File: src/rtl/idx_image_display_pkg.sv
package idx_image_display_pkg;

    localparam int IDX_W   = 6;
    localparam int CH_W    = 4;
    localparam int COORD_W = 10;

    typedef struct packed {
        logic [CH_W-1:0] r;
        logic [CH_W-1:0] g;
        logic [CH_W-1:0] b;
    } rgb_t;

    typedef enum logic [1:0] {
        PAL_OWN   = 2'b00,
        PAL_WARM  = 2'b01,
        PAL_COOL  = 2'b10,
        PAL_GREY  = 2'b11
    } pal_code_e;

    function automatic logic [CH_W-1:0] widen2(input logic [1:0] v);
        return {v, v};
    endfunction

    function automatic rgb_t warm_map(input logic [IDX_W-1:0] i);
        rgb_t c;
        c.r = widen2(i[5:4]);
        c.g = widen2(i[3:2]);
        c.b = widen2(i[1:0]);
        return c;
    endfunction

    function automatic rgb_t cool_map(input logic [IDX_W-1:0] i);
        rgb_t c;
        c.r = widen2(i[1:0]);
        c.g = widen2(i[3:2]);
        c.b = widen2(i[5:4]);
        return c;
    endfunction

    function automatic rgb_t pal_color(input pal_code_e code, input logic bank,
                                       input logic [IDX_W-1:0] i);
        rgb_t c;
        case (code)
            PAL_OWN:  c = bank ? cool_map(i) : warm_map(i);
            PAL_WARM: c = warm_map(i);
            PAL_COOL: c = cool_map(i);
            default:  c = '{r: i[5:2], g: i[5:2], b: i[5:2]};
        endcase
        return c;
    endfunction

endpackage

File: src/rtl/idx_image_addr_gen.sv
module idx_image_addr_gen
    import idx_image_display_pkg::*;
#(
    parameter int IMG_W    = 640,
    parameter int IMG_H    = 360,
    parameter int STRIDE   = 640,
    parameter int ADDR_W   = 18
) (
    input  logic               clk,
    input  logic               rst,
    input  logic [COORD_W-1:0] col,
    input  logic [COORD_W-1:0] line,
    input  logic               active,
    input  logic               img_sel,
    output logic               fetch,
    output logic               bank,
    output logic [ADDR_W-1:0]  addr
);
    logic bank_held;
    logic at_origin;

    assign at_origin = (col == '0) && (line == '0);
    assign bank      = at_origin ? img_sel : bank_held;
    assign fetch     = active && (int'(line) < IMG_H) && (int'(col) < IMG_W);

    always_comb begin
        addr = '0;
        if (fetch) begin
            addr = ADDR_W'(line) * ADDR_W'(STRIDE) + ADDR_W'(col);
        end
    end

    always_ff @(posedge clk) begin
        if (rst) begin
            bank_held <= 1'b0;
        end else begin
            bank_held <= bank;
        end
    end
endmodule

File: src/rtl/idx_image_delay.sv
module idx_image_delay #(
    parameter int W     = 3,
    parameter int DEPTH = 2
) (
    input  logic         clk,
    input  logic         rst,
    input  logic [W-1:0] d,
    output logic [W-1:0] q
);
    logic [W-1:0] tap [DEPTH+1];

    assign tap[0] = d;

    for (genvar s = 0; s < DEPTH; s++) begin : g_stage
        always_ff @(posedge clk) begin
            if (rst) begin
                tap[s+1] <= '0;
            end else begin
                tap[s+1] <= tap[s];
            end
        end
    end

    assign q = tap[DEPTH];
endmodule

File: src/rtl/idx_image_color_stage.sv
module idx_image_color_stage
    import idx_image_display_pkg::*;
(
    input  logic             clk,
    input  logic             rst,
    input  logic             vis,
    input  pal_code_e        code,
    input  logic             bank,
    input  logic [IDX_W-1:0] index,
    output rgb_t             color
);
    always_ff @(posedge clk) begin
        if (rst) begin
            color <= '0;
        end else if (vis) begin
            color <= pal_color(code, bank, index);
        end else begin
            color <= '0;
        end
    end
endmodule

File: src/rtl/idx_image_display.sv
module idx_image_display
    import idx_image_display_pkg::*;
#(
    parameter int IMG_W  = 640,
    parameter int IMG_H  = 360,
    parameter int STRIDE = 640,
    parameter int ADDR_W = $clog2(IMG_W * IMG_H)
) (
    input  logic               clk,
    input  logic               rst,
    input  logic [COORD_W-1:0] col,
    input  logic [COORD_W-1:0] line,
    input  logic               active,
    input  logic               hsync_in,
    input  logic               vsync_in,
    input  logic               img_sel,
    input  logic [1:0]         pal_sel,
    output logic               mem_en,
    output logic               mem_bank,
    output logic [ADDR_W-1:0]  mem_addr,
    input  logic [IDX_W-1:0]   mem_rdata,
    output logic [CH_W-1:0]    red,
    output logic [CH_W-1:0]    green,
    output logic [CH_W-1:0]    blue,
    output logic               active_out,
    output logic               hsync_out,
    output logic               vsync_out
);
    localparam int LATENCY = 2;

    typedef struct packed {
        logic      vis;
        logic      bank;
        pal_code_e code;
    } fetch_tag_t;

    fetch_tag_t tag_q;
    rgb_t       color;
    logic [2:0] ctl_out;

    idx_image_addr_gen #(
        .IMG_W (IMG_W),
        .IMG_H (IMG_H),
        .STRIDE(STRIDE),
        .ADDR_W(ADDR_W)
    ) i_addr (
        .clk    (clk),
        .rst    (rst),
        .col    (col),
        .line   (line),
        .active (active),
        .img_sel(img_sel),
        .fetch  (mem_en),
        .bank   (mem_bank),
        .addr   (mem_addr)
    );

    always_ff @(posedge clk) begin
        if (rst) begin
            tag_q <= '0;
        end else begin
            tag_q <= '{vis: mem_en, bank: mem_bank, code: pal_code_e'(pal_sel)};
        end
    end

    idx_image_color_stage i_color (
        .clk  (clk),
        .rst  (rst),
        .vis  (tag_q.vis),
        .code (tag_q.code),
        .bank (tag_q.bank),
        .index(mem_rdata),
        .color(color)
    );

    idx_image_delay #(
        .W    (3),
        .DEPTH(LATENCY)
    ) i_ctl (
        .clk(clk),
        .rst(rst),
        .d  ({active, hsync_in, vsync_in}),
        .q  (ctl_out)
    );

    assign {active_out, hsync_out, vsync_out} = ctl_out;
    assign red   = color.r;
    assign green = color.g;
    assign blue  = color.b;
endmodule

File: config.mk
export PLATFORM = sky130hd
export DESIGN_NAME = idx_image_display
export DESIGN_NICKNAME = d
export VERILOG_FILES = /design/src/rtl/idx_image_display_pkg.sv /design/src/rtl/idx_image_addr_gen.sv /design/src/rtl/idx_image_delay.sv /design/src/rtl/idx_image_color_stage.sv /design/src/rtl/idx_image_display.sv
export SDC_FILE = /design/constraint.sdc
export NUM_CORES = 1
export LEC_CHECK = 0
export ABC_AREA = 1
export BUFFER_PORTS_ARGS = -buffer_cell sky130_fd_sc_hd__buf_2
export CAP_MARGIN = 20
export CORE_MARGIN = 10
export CORE_UTILIZATION = 50
export CTS_BUF_LIST = sky130_fd_sc_hd__clkbuf_4 sky130_fd_sc_hd__clkbuf_8
export DETAILED_ROUTE_END_ITERATION = 8
export PLACE_DENSITY = 0.81
export SLEW_MARGIN = 15
export SYNTH_ARGS = -nofsm -noshare
export SYNTH_HDL_FRONTEND = slang
export SYNTH_HIERARCHICAL = 1
export SYNTH_SLANG_ARGS = --single-unit
export TNS_END_PERCENT = 1
File: constraint.sdc
create_clock -name clk -period 3 [get_ports clk]
set_clock_uncertainty 0.2 [all_clocks]
set_input_delay 0.3 -clock clk [delete_from_list [all_inputs] [get_ports clk]]
set_output_delay 0.3 -clock clk [all_outputs]
set_load 0.01 [all_outputs]
After elaboration in Yosys (flattened, before gate mapping)
Cells that the tools add are included.
{ "classes": {"multipliers": 1, "addsub": 1, "n_eq_ne": 2, "n_bitwise": 1, "n_reduce_logical": 7, "n_mux": 4, "n_lt_le_gt_ge": 2} }
{ "ops": {"columns": ["operator", "n"], "rows": [
  ["case mux 12 bit (3 select lines)", 1],
  ["zero test 10 bit", 2],
  ["adder 18 x 10 -> 18 bit", 1],
  ["two-way mux 18 bit", 1],
  ["two-way mux 12 bit", 1],
  ["multiplier 10 x 3 -> 11 bit, second input constant", 1],
  ["< comparator 10 bit, second input constant", 1],
  ["< comparator 10 x 9 -> 1 bit, second input constant", 1],
  ["logical AND 1 bit", 3],
  ["equality test 2 x 1 -> 1 bit, second input constant", 1],
  ["equality test 2 bit, second input constant", 1],
  ["zero test 2 bit", 1],
  ["OR reduction 2 bit", 1],
  ["two-way mux 1 bit", 1],
  ["inverter 1 bit", 1]
]} }
{ "word_totals": {"elab_cells": 26, "ff_bits": 22, "inputBits": 34} }

Depth between registers and ports, before layout
{ "depth": {"word_depth": 4, "ltp_mapped": 13} }

Cells and area by module
The synthesis kept the hierarchy.
{ "modules_own_cells": {"columns": ["module", "cells_each", "seq_area_each_um2", "n_inst", "area_per_inst_um2"], "rows": [
  ["idx_image_addr_gen", 170, 20.0, 1, 1003.5],
  ["idx_image_color_stage", 79, 240.2, 1, 531.8],
  ["idx_image_delay", 21, 120.1, 1, 187.7],
  ["idx_image_display", 12, 80.1, 1, 110.1]
]} }

Worst setup path before layout
Ideal clock, no wire load.
{ "synth_path": {"path_kind": "input -> output", "startpoint": "input line[1]", "endpoint": "output mem_addr[16]", "n_path_buf": 0, "setup_slack_ns": 0.361, "arrival_time_ns": 2.139, "required_ns": 2.500, "cell_stages": 11, "path_cell_list": "ha_1 ha_1 fa_1 nand2_1 inv_1 nand4_1 a21oi_2 nand2_1 nor2_1 a21oi_1 nor2_1"} }
{ "synth_between": {"elab_chain_cells": 4, "word_cells_on_any_way": 6, "cone_classes": "add/sub (1); mul (1); order compare (1); mux (1); reduce/logical (2)"} }
{ "synth_rtl": {"columns": ["item", "line_no", "rtl"], "rows": [
  ["start, declared", "idx_image_display.sv:12", "input logic [COORD_W-1:0] line,"],
  ["branches (longest 3 deep; another with adder 18 x 10 -> 18 bit)", null, null],
  ["two-way mux 18 bit (*)", "idx_image_addr_gen.sv:28", "if (fetch) begin"],
  ["end, declared", "idx_image_display.sv:20", "output logic [ADDR_W-1:0] mem_addr,"]
]} }
Mark *: on every way between the ends.

Final worst setup path
Same ends and word-level chain as after synthesis.

==> flow_results.xml <==
<?xml version="1.0" encoding="UTF-8"?>
<metrics>
  <group name="timing">
    <metric name="final_hold_viol_count" unit="">0</metric>
    <metric name="fin_crit_sh" unit="">0.953</metric>
    <metric name="worst_relative_slew_slack" unit="">0.777</metric>
    <metric name="highest_attainable_clock_frequency" unit="MHz">350</metric>
    <metric name="rsz0062_at_grt" unit="">no</metric>
    <metric name="final-setup-viol-count" unit="">0</metric>
    <metric name="setup_total_negative_slack" unit="ns">0</metric>
    <metric name="period_minus_ws_final" unit="ns">2.86</metric>
    <metric name="timing_max_transition_violations_final" unit="">0</metric>
    <metric name="transition_time_at_the_pin_with_the_least_slew_margin" unit="ns">0.332</metric>
    <metric name="fin_hold_ws" unit="ns">0.0415</metric>
  </group>
  <group name="clocking">
    <metric name="cts_tree" unit="">yes</metric>
    <metric name="postCtsHoldBufs" unit="">0</metric>
    <metric name="numCtsBuffers" unit="">3</metric>
    <metric name="clk_latency" unit="ns">0.26</metric>
    <metric name="clk_transition_reported_paths" unit="ns">0.08</metric>
    <metric name="cts-root-to-sink-buffers" unit="">2</metric>
    <metric name="cts_htree_levels" unit="">1</metric>
    <metric name="root_buffer_cell" unit="">sky130_fd_sc_hd__clkbuf_8</metric>
    <metric name="tritoncts_num_sinks" unit="">23</metric>
  </group>
  <group name="pwr">
    <metric name="p_leak" unit="nW">1.38</metric>
    <metric name="max-vdd-ir-drop" unit="mV">0.189</metric>
    <metric name="pwr_density_cell" unit="nW/um^2">345</metric>
  </group>
  <group name="detailed_routing">
    <metric name="route.met3.wl" unit="microns">366</metric>
    <metric name="post_drt_via_cell_ratio" unit="">4.84</metric>
    <metric name="dr_total_vias" unit="">1917</metric>
    <metric name="drt_iter0_markers" unit="">96</metric>
    <metric name="drcViolationCount" unit="">0</metric>
    <metric name="routed_wire_length_on_met2" unit="mm">2.44</metric>
    <metric name="wl_met1" unit="mm">1.90</metric>
    <metric name="detailedRoute.firstPassIterationCount" unit="">5</metric>
    <metric name="wl_per_cell" unit="microns">12.0</metric>
    <metric name="totalWireLength" unit="mm">4.75</metric>
    <metric name="topRoutingLayerUsed" unit="">met4</metric>
    <metric name="drt.antenna.violating_nets" unit="">0</metric>
  </group>
  <group name="place">
    <metric name="place_congestion" unit="">0.861</metric>
    <metric name="dp.cells" unit="">392</metric>
    <metric name="port_buffers" unit="">68</metric>
    <metric name="place_hpwl" unit="mm">3.98</metric>
  </group>
  <group name="critical_path">
    <metric name="worst-path-buf-inv" unit="">3</metric>
    <metric name="cp_max_fo" unit="">4</metric>
    <metric name="criticalPathCategory" unit="">input pin to output port</metric>
    <metric name="worstPathRequired" unit="ns">2.50</metric>
    <metric name="crit_family" unit="">adder cells</metric>
    <metric name="worst-endpoint-arrival" unit="ns">2.36</metric>
    <metric name="rrSetupSlack" unit="ns">1.75</metric>
    <metric name="largest_incremental_delay_on_the_critical_path" unit="ns">0.54</metric>
    <metric name="crit_path_cell_trace" unit="">buf_2, ha_4, ha_4, fa_1, nand2_1, inv_1, nand4_1, a21oi_2, nand2_2, nor2_2, nand3_1, nand2_1, nor2_1, buf_2</metric>
    <metric name="cp-start-kind" unit="">input pin</metric>
    <metric name="cp-end-kind" unit="">output port</metric>
    <metric name="crit_slowest_cell" unit="">sky130_fd_sc_hd__fa_1</metric>
  </group>
  <group name="cells_and_area">
    <metric name="multi_input_comb_area" unit="sq um">1160</metric>
    <metric name="final_cells" unit="">396</metric>
    <metric name="final_net_count" unit="">405</metric>
    <metric name="area_growth_syn_to_fin" unit="%">24.4</metric>
    <metric name="nFillCells" unit="">328</metric>
    <metric name="final_util" unit="">0.662</metric>
    <metric name="layout.area.seq" unit="sq um">460</metric>
    <metric name="n_antenna_cell" unit="">0</metric>
    <metric name="final_layout_size_suffix_gt1_frac" unit="">0.271</metric>
  </group>
  <group name="synth">
    <metric name="synth_simple_gate_area_frac" unit="">0.397</metric>
    <metric name="synth-compound-area-share" unit="">0.0573</metric>
    <metric name="synth.top_cells.by_area" unit="">sky130_fd_sc_hd__dfxtp_1 25%, sky130_fd_sc_hd__nand2_1 16%, sky130_fd_sc_hd__ha_1 12%, sky130_fd_sc_hd__inv_1 10%, sky130_fd_sc_hd__nor2_1 7.4%</metric>
    <metric name="avgSynthCellArea" unit="sq um">6.50</metric>
    <metric name="synthesized_area_fraction_occupied_by_xor_and_xnor_cells" unit="">0.0184</metric>
    <metric name="mapped_nets" unit="">336</metric>
    <metric name="ys_seq_area_frac" unit="">0.251</metric>
    <metric name="postSynthCellCount" unit="">282</metric>
    <metric name="synth.area.mux_share" unit="">0</metric>
    <metric name="synth_enable_flop_cells" unit="">0</metric>
    <metric name="postSynthRegisterBits" unit="">23</metric>
    <metric name="synth_adder_area_share" unit="">0.145</metric>
    <metric name="synthMostInstantiatedCell" unit="">sky130_fd_sc_hd__nand2_1</metric>
    <metric name="syn-cell-area" unit="sq um">1830</metric>
    <metric name="synth_top_area_frac" unit="">0.251</metric>
    <metric name="synthFlopType" unit="">sky130_fd_sc_hd__dfxtp_1</metric>
    <metric name="synth-warning-count" unit="">6</metric>
    <metric name="share_of_flip_flops_with_an_asynchronous_set_or_reset_after_synthesis" unit="">0</metric>
    <metric name="yosysTopAreaCell" unit="">sky130_fd_sc_hd__dfxtp_1</metric>
    <metric name="synth_common_cells" unit="">76 x sky130_fd_sc_hd__nand2_1, 50 x sky130_fd_sc_hd__inv_1, 36 x sky130_fd_sc_hd__nor2_1, 23 x sky130_fd_sc_hd__dfxtp_1, 22 x sky130_fd_sc_hd__nand3_1</metric>
    <metric name="synth_top_family_by_area" unit="">simple AND/OR/NAND/NOR gates</metric>
    <metric name="number_of_library_cell_types_mapped_by_synthesis" unit="">31</metric>
  </group>
  <group name="worst_hold_path">
    <metric name="hp-class" unit="">input pin to flop</metric>
  </group>
  <group name="flow_run">
    <metric name="max-cap-violations" unit="">0</metric>
  </group>
  <group name="global_route">
    <metric name="first_global_vias" unit="">1870</metric>
    <metric name="grt_start_max_net_pins" unit="">14</metric>
    <metric name="first_pass_grt_wire_length" unit="mm">7.85</metric>
    <metric name="grt_util_all_layers" unit="">0.143</metric>
    <metric name="overflow" unit="">0</metric>
    <metric name="grt_antenna_before_repair" unit="">0</metric>
  </group>
  <group name="floorplanning">
    <metric name="core_area" unit="sq um">3440</metric>
    <metric name="floorplan.rows" unit="">21</metric>
    <metric name="fp.dieArea" unit="sq um">6490</metric>
    <metric name="ioPinCount" unit="">69</metric>
    <metric name="die_w" unit="microns">80.5</metric>
    <metric name="floorplan.initialDensity" unit="">0.533</metric>
    <metric name="fp.dieH" unit="microns">80.5</metric>
  </group>
  <group name="outcome">
    <metric name="outcome" unit="">finished, final reports clean</metric>
  </group>
</metrics>
==> timing repair <==
action,4_1_cts,5_1_grt
pin swaps,3,3
buffers inserted,0,0
resized for setup,3,2
endpoints found under the setup margin,1,2
==> final timing paths <==
kind | start | endpoint | depth (start not counted)
worst max-delay path | line[1] | mem_addr[16] | 14
worst min-delay path | hsync_in | i_ctl/tap[4] | 3
worst max register to register | tag_q[0] | i_color/color[1] | 7
worst min register to register | i_ctl/tap[4] | i_ctl/q[1] | 2
==> registers in the layout, summed over array words and instances (netlist names) <==
signal	cells
tag_q	4
i_addr/bank_held	1
i_color/color	12
i_ctl/q	3
i_ctl/tap	3
==> power by group <==
| group | internal, mW | switching, mW |
|---|---|---|
| combinational | 0.113 | 0.172 |
| sequential | 0.312 | 0.00378 |
| clock | 0.0924 | 0.0926 |
==> through the flow <==
| stage | instance area, sq um | power [mW] | worst slack (ns) |
|---|---|---|---|
| final | 2280 | 0.786 | 0.142 |
| after floorplan | 1830 | 0.518 | 0.361 |
| after detailed placement | 2200 | 0.598 | 0.00244 |
| after global routing | 2280 | 0.843 | 0.0154 |
| after global placement | 2200 | 0.592 | 0.0876 |
| after CTS | 2260 | 0.787 | 0.00943 |
==> layout by cell type (no fill, tap or decap), types with 5 or more instances in the layout <==
master	count
sky130_fd_sc_hd__ha_1	16
sky130_fd_sc_hd__inv_1	50
sky130_fd_sc_hd__nand2_1	75
sky130_fd_sc_hd__nand4_1	6
sky130_fd_sc_hd__a21oi_1	6
sky130_fd_sc_hd__nor2_1	35
sky130_fd_sc_hd__dfxtp_1	23
sky130_fd_sc_hd__buf_2	68
sky130_fd_sc_hd__nand2_2	5
sky130_fd_sc_hd__nand3_1	22
==> metal layers <==
layer / up-vias / global-route usage
met5: - / 0
met4: 0 / 0.0423
met3: 2 / 0.0323
met2: 58 / 0.264
met1: 850 / 0.156
li1: 1007 / -
==> worst min-delay path: stages <==
cell and delay, ns:
sky130_fd_sc_hd__buf_2 0.09, sky130_fd_sc_hd__inv_1 0.04, sky130_fd_sc_hd__nor2_1 0.03
==> area by class of cell <==
type	count	share of cell area
multi-input cells	198	0.509
flip-flops and latches	23	0.202
repair buffers	68	0.149
inverters	57	0.0939
well taps	46	0.0252
clock buffers	3	0.0181
clock inverters	1	0.00220
==> cells by family after synthesis <==
family / count (synthesis)
xor gates and xnor gates: 3
and+or+nand+nor: 159
adders and majority gates: 20
AOI/OAI and AO/OA: 16
buffers and inverters: 61
DFF: 23
Power figures use the tool's default switching activity.
